**config.mk**
```make
export PLATFORM = sky130hd
export DESIGN_NAME = txr_dma
export DESIGN_NICKNAME = d
export VERILOG_FILES = /design/src/rtl/txr_pkg.sv /design/src/rtl/txr_hostregs.sv /design/src/rtl/txr_walker.sv /design/src/rtl/txr_dma.sv
export SDC_FILE = /design/constraint.sdc
export NUM_CORES = 1
export LEC_CHECK = 0
export ABC_CLOCK_PERIOD_IN_PS = 3500
export BUFFER_PORTS_ARGS = -buffer_cell sky130_fd_sc_hd__buf_2
export CORE_ASPECT_RATIO = 2
export CORE_MARGIN = 4
export CORE_UTILIZATION = 59
export DETAILED_ROUTE_END_ITERATION = 6
export PLACE_DENSITY = 0.81
export SLEW_MARGIN = 30
export SYNTH_ARGS = -nofsm -noshare
export SYNTH_HDL_FRONTEND = slang
export SYNTH_SLANG_ARGS = --single-unit
export TNS_END_PERCENT = 20
```
**constraint.sdc**
```tcl
create_clock -name clk -period 3.5 [get_ports clk]
set_input_delay 0.35 -clock clk [delete_from_list [all_inputs] [get_ports clk]]
set_output_delay 0.35 -clock clk [all_outputs]
set_load 0.02 [all_outputs]
```
**src/rtl/txr_pkg.sv**
```systemverilog
package txr_pkg;
  localparam int ADDR_W = 32;
  localparam int HALF_W = 16;
  localparam int STAT_W = 16;
  localparam int DONE_BIT = 4;
  localparam logic [15:0] OWN_MASK = 16'h8000;
  localparam logic [STAT_W-1:0] STAT_IMPL = STAT_W'(1) << DONE_BIT;

  localparam logic [2:0] SEL_BASE_LO = 3'd0;
  localparam logic [2:0] SEL_BASE_HI = 3'd1;
  localparam logic [2:0] SEL_POLL    = 3'd2;
  localparam logic [2:0] SEL_STAT    = 3'd3;
  localparam logic [2:0] SEL_IEN     = 3'd4;

  typedef enum logic [3:0] {
    W_IDLE, W_HDR, W_HDR_D, W_BUF, W_BUF_D, W_NXT, W_NXT_D,
    W_BRD, W_BRD_D, W_SEND, W_WB
  } walk_st_t;

  function automatic logic len_in_range(input logic [15:0] len, input int lo, input int hi);
    return (int'(len) >= lo) && (int'(len) <= hi);
  endfunction

  function automatic logic [7:0] lane_pick(input logic [31:0] word, input logic [1:0] lane);
    logic [31:0] sh;
    sh = word >> {lane, 3'b000};
    return sh[7:0];
  endfunction

  function automatic logic [ADDR_W-1:0] word_align(input logic [ADDR_W-1:0] a);
    return {a[ADDR_W-1:2], 2'b00};
  endfunction
endpackage

```
**src/rtl/txr_hostregs.sv**
```systemverilog
module txr_hostregs
  import txr_pkg::*;
(
  input  logic                 clk,
  input  logic                 rst_n,
  input  logic                 host_we,
  input  logic [2:0]           host_sel,
  input  logic [HALF_W-1:0]    host_wdata,
  input  logic                 frame_done,
  output logic                 base_load,
  output logic [ADDR_W-1:0]    base_next,
  output logic                 poll,
  output logic [STAT_W-1:0]    stat_q,
  output logic                 irq
);
  logic [HALF_W-1:0] base_lo_q, base_hi_q;
  logic [STAT_W-1:0] ien_q;
  logic [STAT_W-1:0] clr_bits, set_bits;

  always_comb begin
    base_load = host_we && (host_sel == SEL_BASE_LO || host_sel == SEL_BASE_HI);
    base_next = (host_sel == SEL_BASE_LO) ? {base_hi_q, host_wdata} : {host_wdata, base_lo_q};
    poll      = host_we && (host_sel == SEL_POLL) && host_wdata[0];
    clr_bits  = (host_we && host_sel == SEL_STAT) ? host_wdata : '0;
    set_bits  = frame_done ? STAT_IMPL : '0;
    irq       = |(stat_q & ien_q);
  end

  always_ff @(posedge clk or negedge rst_n) begin
    if (!rst_n) begin
      base_lo_q <= '0;
      base_hi_q <= '0;
      ien_q     <= '0;
      stat_q    <= '0;
    end else begin
      if (base_load) begin
        base_lo_q <= base_next[HALF_W-1:0];
        base_hi_q <= base_next[ADDR_W-1:HALF_W];
      end
      if (host_we && host_sel == SEL_IEN) ien_q <= host_wdata;
      stat_q <= ((stat_q & ~clr_bits) | set_bits) & STAT_IMPL;
    end
  end
endmodule

```
**src/rtl/txr_walker.sv**
```systemverilog
module txr_walker
  import txr_pkg::*;
#(
  parameter int MIN_LEN = 60,
  parameter int MAX_LEN = 1514
) (
  input  logic              clk,
  input  logic              rst_n,
  input  logic              base_load,
  input  logic [ADDR_W-1:0] base_next,
  input  logic              poll,
  output logic              mem_rd,
  output logic              mem_wr,
  output logic [ADDR_W-1:0] mem_addr,
  output logic [31:0]       mem_wdata,
  input  logic [31:0]       mem_rdata,
  output logic [7:0]        tx_data,
  output logic              tx_valid,
  output logic              tx_last,
  input  logic              tx_ready,
  output logic              frame_done,
  output logic              desc_retire
);
  walk_st_t st;
  logic [ADDR_W-1:0] cur_ptr, nxt_ptr, buf_ptr, byte_addr;
  logic [15:0] len_q, dstat_q, idx;
  logic [7:0]  byte_q;
  logic        last_idx;

  always_comb begin
    byte_addr   = buf_ptr + {16'h0, idx};
    last_idx    = (idx == len_q - 16'd1);
    mem_rd      = (st == W_HDR) || (st == W_BUF) || (st == W_NXT) || (st == W_BRD);
    mem_wr      = (st == W_WB);
    mem_wdata   = {len_q, dstat_q & ~OWN_MASK};
    tx_valid    = (st == W_SEND);
    tx_data     = byte_q;
    tx_last     = tx_valid && last_idx;
    desc_retire = (st == W_WB);
    frame_done  = desc_retire && len_in_range(len_q, MIN_LEN, MAX_LEN);
    case (st)
      W_BUF:   mem_addr = cur_ptr + 32'd4;
      W_NXT:   mem_addr = cur_ptr + 32'd8;
      W_BRD:   mem_addr = word_align(byte_addr);
      default: mem_addr = cur_ptr;
    endcase
  end

  always_ff @(posedge clk or negedge rst_n) begin
    if (!rst_n) begin
      st      <= W_IDLE;
      cur_ptr <= '0;
      nxt_ptr <= '0;
      buf_ptr <= '0;
      len_q   <= '0;
      dstat_q <= '0;
      idx     <= '0;
      byte_q  <= '0;
    end else begin
      case (st)
        W_IDLE: begin
          if (base_load) cur_ptr <= base_next;
          else if (poll) st <= W_HDR;
        end
        W_HDR: st <= W_HDR_D;
        W_HDR_D: begin
          dstat_q <= mem_rdata[15:0];
          len_q   <= mem_rdata[31:16];
          st      <= (mem_rdata[15:0] & OWN_MASK) != 16'h0 ? W_BUF : W_IDLE;
        end
        W_BUF: st <= W_BUF_D;
        W_BUF_D: begin
          buf_ptr <= mem_rdata;
          st      <= W_NXT;
        end
        W_NXT: st <= W_NXT_D;
        W_NXT_D: begin
          nxt_ptr <= mem_rdata;
          idx     <= '0;
          st      <= len_in_range(len_q, MIN_LEN, MAX_LEN) ? W_BRD : W_WB;
        end
        W_BRD: st <= W_BRD_D;
        W_BRD_D: begin
          byte_q <= lane_pick(mem_rdata, byte_addr[1:0]);
          st     <= W_SEND;
        end
        W_SEND: begin
          if (tx_ready) begin
            if (last_idx) st <= W_WB;
            else begin
              idx <= idx + 16'd1;
              st  <= W_BRD;
            end
          end
        end
        W_WB: begin
          cur_ptr <= nxt_ptr;
          st      <= W_HDR;
        end
        default: st <= W_IDLE;
      endcase
    end
  end
endmodule

```
**src/rtl/txr_dma.sv**
```systemverilog
module txr_dma
  import txr_pkg::*;
#(
  parameter int MIN_LEN = 60,
  parameter int MAX_LEN = 1514
) (
  input  logic        clk,
  input  logic        rst_n,
  input  logic        host_we,
  input  logic [2:0]  host_sel,
  input  logic [15:0] host_wdata,
  output logic [15:0] stat_o,
  output logic        irq,
  output logic        mem_rd,
  output logic        mem_wr,
  output logic [31:0] mem_addr,
  output logic [31:0] mem_wdata,
  input  logic [31:0] mem_rdata,
  output logic [7:0]  tx_data,
  output logic        tx_valid,
  output logic        tx_last,
  input  logic        tx_ready
);
  logic              base_load, poll, frame_done, desc_retire;
  logic [ADDR_W-1:0] base_next;

  txr_hostregs u_regs (
    .clk(clk), .rst_n(rst_n), .host_we(host_we), .host_sel(host_sel),
    .host_wdata(host_wdata), .frame_done(frame_done), .base_load(base_load),
    .base_next(base_next), .poll(poll), .stat_q(stat_o), .irq(irq)
  );

  txr_walker #(.MIN_LEN(MIN_LEN), .MAX_LEN(MAX_LEN)) u_walk (
    .clk(clk), .rst_n(rst_n), .base_load(base_load), .base_next(base_next),
    .poll(poll), .mem_rd(mem_rd), .mem_wr(mem_wr), .mem_addr(mem_addr),
    .mem_wdata(mem_wdata), .mem_rdata(mem_rdata), .tx_data(tx_data),
    .tx_valid(tx_valid), .tx_last(tx_last), .tx_ready(tx_ready),
    .frame_done(frame_done), .desc_retire(desc_retire)
  );
endmodule

```
==> results of run 1 <==
## cells in the final DEF (no fill, tap or decap), drive strengths merged, types with 8 or more instances in the layout
| cell type | synthesis | final |
|---|---|---|
| buf | 29 | 199 |
| nand2 | 196 | 196 |
| dfrtp | 189 | 189 |
| mux2 | 100 | 100 |
| o21ai | 93 | 93 |
| nor2 | 85 | 85 |
| a21oi | 84 | 84 |
| mux2i | 36 | 36 |
| nand3 | 30 | 30 |
| inv | 19 | 27 |
| xor2 | 24 | 24 |
| xnor2 | 24 | 24 |
| ha | 21 | 21 |
| nand4 | 20 | 20 |
| nor3 | 19 | 19 |
| or3 | 18 | 18 |
| clkbuf | 61 | 17 |
| conb | 1 | 16 |
| a31oi | 15 | 15 |
| nand2b | 14 | 14 |
| o22ai | 13 | 13 |
| nor4 | 12 | 12 |
| and3 | 10 | 10 |
| o31ai | 10 | 10 |
| and2 | 9 | 9 |
| o211ai | 8 | 8 |
| a21o | 8 | 8 |
| mux4 | 8 | 8 |
| nor2b | 8 | 8 |
| a211oi | 8 | 8 |
| or4 | 8 | 8 |
## synthesized netlist by cell type (all sizes together) (5+ instances only)
master    n  share of area [%]
a211oi    8               0.56
a21o      8               0.52
a21oi    84                3.8
a221oi    5               0.38
a31oi    15               0.81
and2      9               0.49
and3     10               0.54
and4      6               0.45
buf      29                1.8
clkbuf   61                2.0
dfrtp   189                 41
ha       21                2.3
inv      19               0.61
mux2    100                9.7
mux2i    36                3.1
mux4      8                1.6
nand2   196                6.3
nand2b   14               0.76
nand3    30                1.3
nand4    20                1.2
nor2     85                2.8
nor2b     8               0.43
nor3     19               0.82
nor4     12               0.70
o211ai    8               0.52
o21ai    93                4.0
o221ai    6               0.45
o22ai    13               0.70
o311ai    6               0.45
o31ai    10               0.65
or3      18                1.0
or4       8               0.61
xnor2    24                1.8
xor2     24                1.8
## through the flow
stage	setup WS (ns)	setup TNS (ns)	utilization, %
final	0.00528	0	70.1
after global routing	-0.0656	-0.273	70.1
after CTS	0.00151	0	69.3
after detailed placement	0.265	0	65.6
after global placement	0.333	0	65.6
after floorplan	0.272	0	-
## critical path: cells and delay by family, from the launching register on
family / cells / cell delay (ns)
simple gates: 2 / 0.32
xor+xnor: 1 / 0.14
fa+ha+maj: 1 / 0.34
buf+inv: 5 / 0.75
flops: 1 / 0.47
compound gates: 4 / 0.67
## sequential cells by signal (all words and copies together) (netlist names)
register	flops
u_walk.idx	16
u_regs.base_hi_q	16
u_walk.buf_ptr	32
u_regs.ien_q	1
u_regs.stat_q	1
u_walk.len_q	16
u_walk.cur_ptr	32
u_walk.dstat_q	15
u_regs.base_lo_q	16
u_walk.st	4
u_walk.tx_data	8
u_walk.nxt_ptr	32
## power by group
part | switching [W] | leakage, nW | internal, W | total (W)
Clock | 0.000960 | 0.276 | 0.000947 | 0.00191
Sequential | 0.000789 | 2.30 | 0.00277 | 0.00356
Combinational | 0.00208 | 3.42 | 0.00149 | 0.00357
## repair_timing
action                                  in CTS  in global routing
pin swaps                                    3                  8
hold buffers                                 0                  0
buffers inserted                             5                  3
endpoints found under the setup margin      14                 16
gates resized for setup                     25                 36
endpoints found under the hold margin        0                  0
## final cells by class
class / instances / area (um^2)
flip-flops and latches: 189 / 4740
fillers: 1501 / 5800
multi-input cells: 972 / 6660
clock inverters: 15 / 150
repair buffers: 199 / 1210
clock buffers: 17 / 425
well taps: 259 / 324
inverters: 19 / 71.3
## routing by layer
| metal | vias to the layer above | wire length (um) |
|---|---|---|
| met3 | 208 | 2570 |
| met2 | 560 | 20600 |
| met5 | - | 0 |
| met4 | 0 | 5100 |
| li1 | 4789 | - |
| met1 | 5123 | 13000 |
## cells by family after synthesis
kind of cell               share of synthesized area [%]
DFF                                                 40.8
buffers and inverters                               4.39
adders and majority gates                           2.44
xor gates and xnor gates                            3.62
other                                             0.0323
muxes                                               14.4
and+or+nand+nor                                     18.8
AOI/OAI and AO/OA                                   15.6
## worst min-delay path by stage
stage	slack, ns	startpoint	to
final	-0.06	rst_n	u_walk.nxt_ptr[25]$_DFFE_PN0P_
after detailed placement	0.47	u_walk.nxt_ptr[31]$_DFFE_PN0P_	u_walk.nxt_ptr[31]$_DFFE_PN0P_
after global routing	0.02	rst_n	u_walk.nxt_ptr[25]$_DFFE_PN0P_
after floorplan	0.05	rst_n	u_regs.base_hi_q[0]$_DFFE_PN0P_
after global placement	0.46	u_walk.nxt_ptr[10]$_DFFE_PN0P_	u_walk.nxt_ptr[10]$_DFFE_PN0P_
after CTS	0.04	rst_n	u_walk.nxt_ptr[25]$_DFFE_PN0P_
==> run_results.csv, run 1 <==
group,metric,value,unit
global_routing,grt_max_degree,112,
global_routing,met1_usage,38.8,%
die,die_y,206,um
clock_tree,cts_max_level,4,
detailed_routing,ant_nets,0,
cells_and_area,syn_to_final_growth,17.0,%
global_routing,grt_util_met3,8.00,%
clock_tree,numCtsBuffers,17,
placement,place_area,12700,um^2
global_routing,grt_busiest_layer,"met2",
sta,rsz0062_at_grt,"yes",
hold_path,hold_path_class,"input port to async pin",
sta,holdWs,-0.0616,ns
cells_and_area,drive_gt1_share,29.1,%
global_routing,grt_pass1_vias,10600,
logic_synthesis,synth.distinct_cells,80,
critical_path,cpPeakStageDelay,0.47,ns
logic_synthesis,synth_edf_count,0,
clock_tree,clk_pin_slew,0.08,ns
detailed_routing,routed_wl,41300,um
critical_path,crit_fanout,6,
placement,gp_congestion,1.03,
logic_synthesis,yosysSeqAreaShare,40.8,%
sta,slew_headroom,41.5,%
critical_path,r2r-end,"u_walk.idx[15]$_DFFE_PN0P_",
die,dieArea,22100,um^2
critical_path,required,3.15,ns
sta,fin_crit,3.49,ns
logic_synthesis,syn_area,11600,um^2
critical_path,critPathCapture,"mem_addr[27]",
detailed_routing,drc_errors,0,
placement,post-dp-hpwl,31200,um
detailed_routing,wl_per_cell,24.7,um
logic_synthesis,async_reset_ff_share,100,%
critical_path,cp_slowest_cell,"dfrtp_1",
placement,place_inst,1630,
detailed_routing,viasPerCell,6.40,
detailed_routing,vias,10700,
detailed_routing,first_pass_iters,6,
die,die_w,107,um
cells_and_area,nNetsFinal,1475,
die,coreArea,19400,um^2
critical_path,crit_type,"register to output pin",
critical_path,crit_start,"u_walk.idx[13]$_DFFE_PN0P_",
pwr,powerDensity,666,nW/um^2
logic_synthesis,ys_ff_latch,189,
critical_path,start_kind,"register",
critical_path,reg2reg_slack,0.47,ns
clock_tree,cts_root_buf,"clkbuf_16",
pwr,total_leakage_power,6.00,nW
die,rows,72,
clock_tree,worstSkewPairLatency,0.45,ns
status,violations,"hold timing",
critical_path,r2r-start,"u_walk.st[2]$_DFFE_PN0P_",
global_routing,grt_use_total,38.6,%
placement,portBuffers,131,
critical_path,crit_top_cell,"buf_4",
sta,finalCritPeriodShare,99.8,%
sta,skew,0.00744,ns
sta,max_freq,286,MHz
clock_tree,clock_sinks,189,
sta,finalSetupViolations,0,
critical_path,end_kind,"output pin",
global_routing,gr-total-overflow,0,
logic_synthesis,syn_avg_cell_area,9.24,um^2
critical_path,reg2reg_depth,10,
detailed_routing,initialDrtViolationCount,961,
die,ios,148,
pwr,finalPower,0.00904,W
global_routing,use_met2,63.9,%
sta,hold_viol_final,26,
critical_path,path_cells,"ha_1 > a21oi_1 > o21ai_0 > buf_4 > inv_1 > o311ai_2 > buf_4 > nor2b_1 > buf_4 > and3_1 > xnor2_2 > o221ai_2 > buf_4",
logic_synthesis,yosysWarnings,0,
die,start_util,59.9,%
clock_tree,cts_tree,"built",
cells_and_area,design_area,13600,um^2
critical_path,critPathArrivalTime,3.14,ns
sta,worst_slew_pin_slew,0.878,ns
cells_and_area,instances_no_fill,1670,
global_routing,antenna_found_initial,0,
flow_run,drv_cap,0,
sta,slew_violations,0,
logic_synthesis,postSynthCellCount,1255,
cells_and_area,n_antenna_cell,0,
logic_synthesis,synth_flop_cell,"dfrtp_1",
clock_tree,cts_max_path_buffers,2,
global_routing,grt_pass1_wl,62800,um
pwr,peakVddDrop,0.000472,V
status,outcome,"finished, violations left",
No activity file was read; power rests on OpenSTA's default activity.
==> run 2, diff against run 1 <==
--- a/config.mk
+++ b/config.mk
@@ -11,6 +11,7 @@
 export CORE_MARGIN = 4
 export CORE_UTILIZATION = 59
 export DETAILED_ROUTE_END_ITERATION = 6
+export MAX_ROUTING_LAYER = met4
 export PLACE_DENSITY = 0.81
 export SLEW_MARGIN = 30
 export SYNTH_ARGS = -nofsm -noshare
==> run 2 against run 1 <==
  * The run ends with setup timing left
  * Maximum frequency fell by 0.63%
  * Sequential share of layout area is 0.50 points lower
  * Wire length increased by 1.9%
  * Hold slack better by 0.22 ns
  * Via count up 1.9%
  * Final cell count up 0.60%
  * Worst setup slack worse by 0.022 ns
  * Die area is the same
  * Register-to-register slack hardly changed
  * Clock skew rose by 0.0018 ns
  * Power rose by 2.1%
  * Combinational power rose by 3%
  * Largest cell class unchanged
  * Highest routed layer unchanged
==> run_results.csv, run 2 (synthesized netlist as in run 1, its figures left out) <==
group,metric,value,unit
global_routing,grt_use_total,40.0,%
status,violations,"setup timing",
cells_and_area,multi_input_area,6750,um^2
status,outcome,"finished, violations left",
pwr,peakVddDrop,0.000550,V
die,die_y,206,um
critical_path,required,3.15,ns
cells_and_area,layout_commonest_cell,"nand2_1",
cells_and_area,instances_no_fill,1680,
sta,holdWs,0.156,ns
clock_tree,cts_root_buf,"clkbuf_16",
die,rows,72,
placement,place_inst,1635,
detailed_routing,ant_nets,0,
clock_tree,worstSkewPairLatency,0.46,ns
cells_and_area,final_cell_mix,"196 x nand2_1, 179 x dfrtp_1, 124 x buf_2",
detailed_routing,viasPerCell,6.48,
clock_tree,clock_sinks,189,
sta,rsz0062_at_grt,"yes",
critical_path,critPathArrivalTime,3.17,ns
detailed_routing,first_pass_iters,7,
pwr,powerDensity,669,nW/um^2
global_routing,antenna_found_initial,0,
placement,post-dp-hpwl,31700,um
pwr,total_leakage_power,6.10,nW
clock_tree,numCtsBuffers,17,
sta,finalCritPeriodShare,100,%
cells_and_area,syn_to_final_growth,18.9,%
die,start_util,59.9,%
die,die_w,107,um
die,ios,148,
cells_and_area,regArea,4740,um^2
global_routing,grt_max_degree,89,
cells_and_area,drive_gt1_share,30.3,%
sta,max_freq,284,MHz
hold_path,hold_end,"u_walk.nxt_ptr[25]$_DFFE_PN0P_",
flow_run,drv_cap,0,
sta,finalSetupViolations,1,
hold_path,hold_depth,3,
critical_path,cpPeakStageDelay,0.41,ns
critical_path,end_kind,"output pin",
sta,fin_crit,3.52,ns
detailed_routing,wl_per_cell,25.1,um
placement,gp_congestion,1.08,
detailed_routing,vias,10900,
critical_path,r2r-start,"u_walk.len_q[6]$_DFFE_PN0N_",
cells_and_area,final_core_util,71.2,%
global_routing,grt_pass1_vias,10800,
critical_path,r2r-end,"u_walk.idx[8]$_DFFE_PN0P_",
detailed_routing,routed_wl,42100,um
clock_tree,cts_max_level,4,
sta,skew,0.00923,ns
detailed_routing,initialDrtViolationCount,860,
critical_path,cp_slowest_cell,"dfrtp_1",
die,dieArea,22100,um^2
sta,slew_headroom,32.2,%
sta,hold_viol_final,0,
sta,slew_violations,0,
clock_tree,clk_pin_slew,0.08,ns
clock_tree,cts_max_path_buffers,2,
critical_path,crit_type,"register to output pin",
hold_path,min_from,"mem_rdata[25]",
hold_path,hold_path_class,"input port to register",
detailed_routing,drc_errors,0,
global_routing,grt_pass1_wl,63300,um
critical_path,crit_fanout,4,
cells_and_area,reg_top3,"u_walk.buf_ptr x32, u_walk.cur_ptr x32, u_walk.nxt_ptr x32",
sta,worst_slew_pin_slew,1.01,ns
critical_path,start_kind,"register",
clock_tree,cts_tree,"built",
critical_path,reg2reg_slack,0.46,ns
placement,portBuffers,131,
die,coreArea,19400,um^2
sta,finalSetupTns,-0.0168,ns
cells_and_area,nNetsFinal,1484,
critical_path,reg2reg_depth,9,
critical_path,path_cells,"ha_4 > fa_2 > a21o_1 > a21o_1 > a21oi_2 > o311a_1 > or3_4 > buf_4 > nor2b_2 > xnor2_1 > o21ai_0 > buf_4",
global_routing,gr-total-overflow,0,
sta,setup_ws,-0.0168,ns
cells_and_area,fill_cells,1506,
## run 2: changes by cell type in the layout (fill, tap and decap cells not counted), sizes merged
cell,before,now
diode,0,1
bufinv,0,2
clkinv,5,4
clkbuf,17,19
clkinvlp,2,3
inv,27,24
dlygate4sd3,0,1
buf,199,206
## run 2: cell type report
class | instances | area share [%]
multi-input combinational | 972 | 48.9
clock inverter | 14 | 1.30
clock buffer | 18 | 3.19
antenna | 1 | 0.0182
sequential | 189 | 34.4
timing repair buffer | 208 | 9.29
inverter | 19 | 0.517
tap | 259 | 2.35
## run 2: power by group
group	switching (W)	internal, W	leakage, nW	total, W
clock	0.000929	0.00110	0.292	0.00203
sequential	0.000763	0.00277	2.29	0.00354
combinational	0.00213	0.00153	3.52	0.00366
total	0.00382	0.00540	6.10	0.00923
## run 2: routing by layer
layer	up-vias	GRT usage (%)	routed length [um]
li1	4811	-	-
met1	5241	38.7	13300
met2	598	65.2	20800
met3	230	7.41	2600
met4	0	39.2	5430
met5	-	-	0
## run 2: worst max-delay path, delay by kind of cell (launching register included)
family                   cells  cell delay [ns]
AO/OA/AOI/OAI                5             0.90
XOR/XNOR                     1             0.08
adder cells (fa/ha/maj)      2             0.40
buffers and inverters        2             0.37
flip-flops                   1             0.41
AND/OR/NAND/NOR              2             0.53
## run 2: per-stage QoR
step	total power (W)	cell area (um^2)	setup WS, ns
after CTS	0.00905	13600	0.00462
final	0.00923	13800	-0.0168
after global routing	0.00964	13800	-0.106
after detailed placement	0.00693	12700	0.151
after global placement	0.00684	12700	0.120
after floorplan	0.00559	11700	0.272
## run 2: worst max-delay path by stage
stage              endpoint                          start  slack, ns  depth (start not counted)
2_1_floorplan  mem_addr[24]      u_walk.idx[0]$_DFFE_PN0P_       0.27                         11
3_3_place_gp   mem_addr[23]      u_walk.idx[9]$_DFFE_PN0P_       0.12                         12
3_5_place_dp   mem_addr[23]      u_walk.idx[9]$_DFFE_PN0P_       0.15                         12
4_1_cts        mem_addr[26]  u_walk.buf_ptr[0]$_DFFE_PN0P_      0.005                         12
5_1_grt        mem_addr[24]      u_walk.idx[6]$_DFFE_PN0P_      -0.11                         11
6_report       mem_addr[24]  u_walk.buf_ptr[0]$_DFFE_PN0P_      -0.02                         12
## run 2: timing repair
item | 4_1_cts | 5_1_grt
endpoints found under the setup margin | 18 | 16
resized for setup | 33 | 43
buffers inserted | 5 | 6
hold buffers | 1 | 0
pin swaps | 4 | 10
endpoints found under the hold margin | 70 | 0
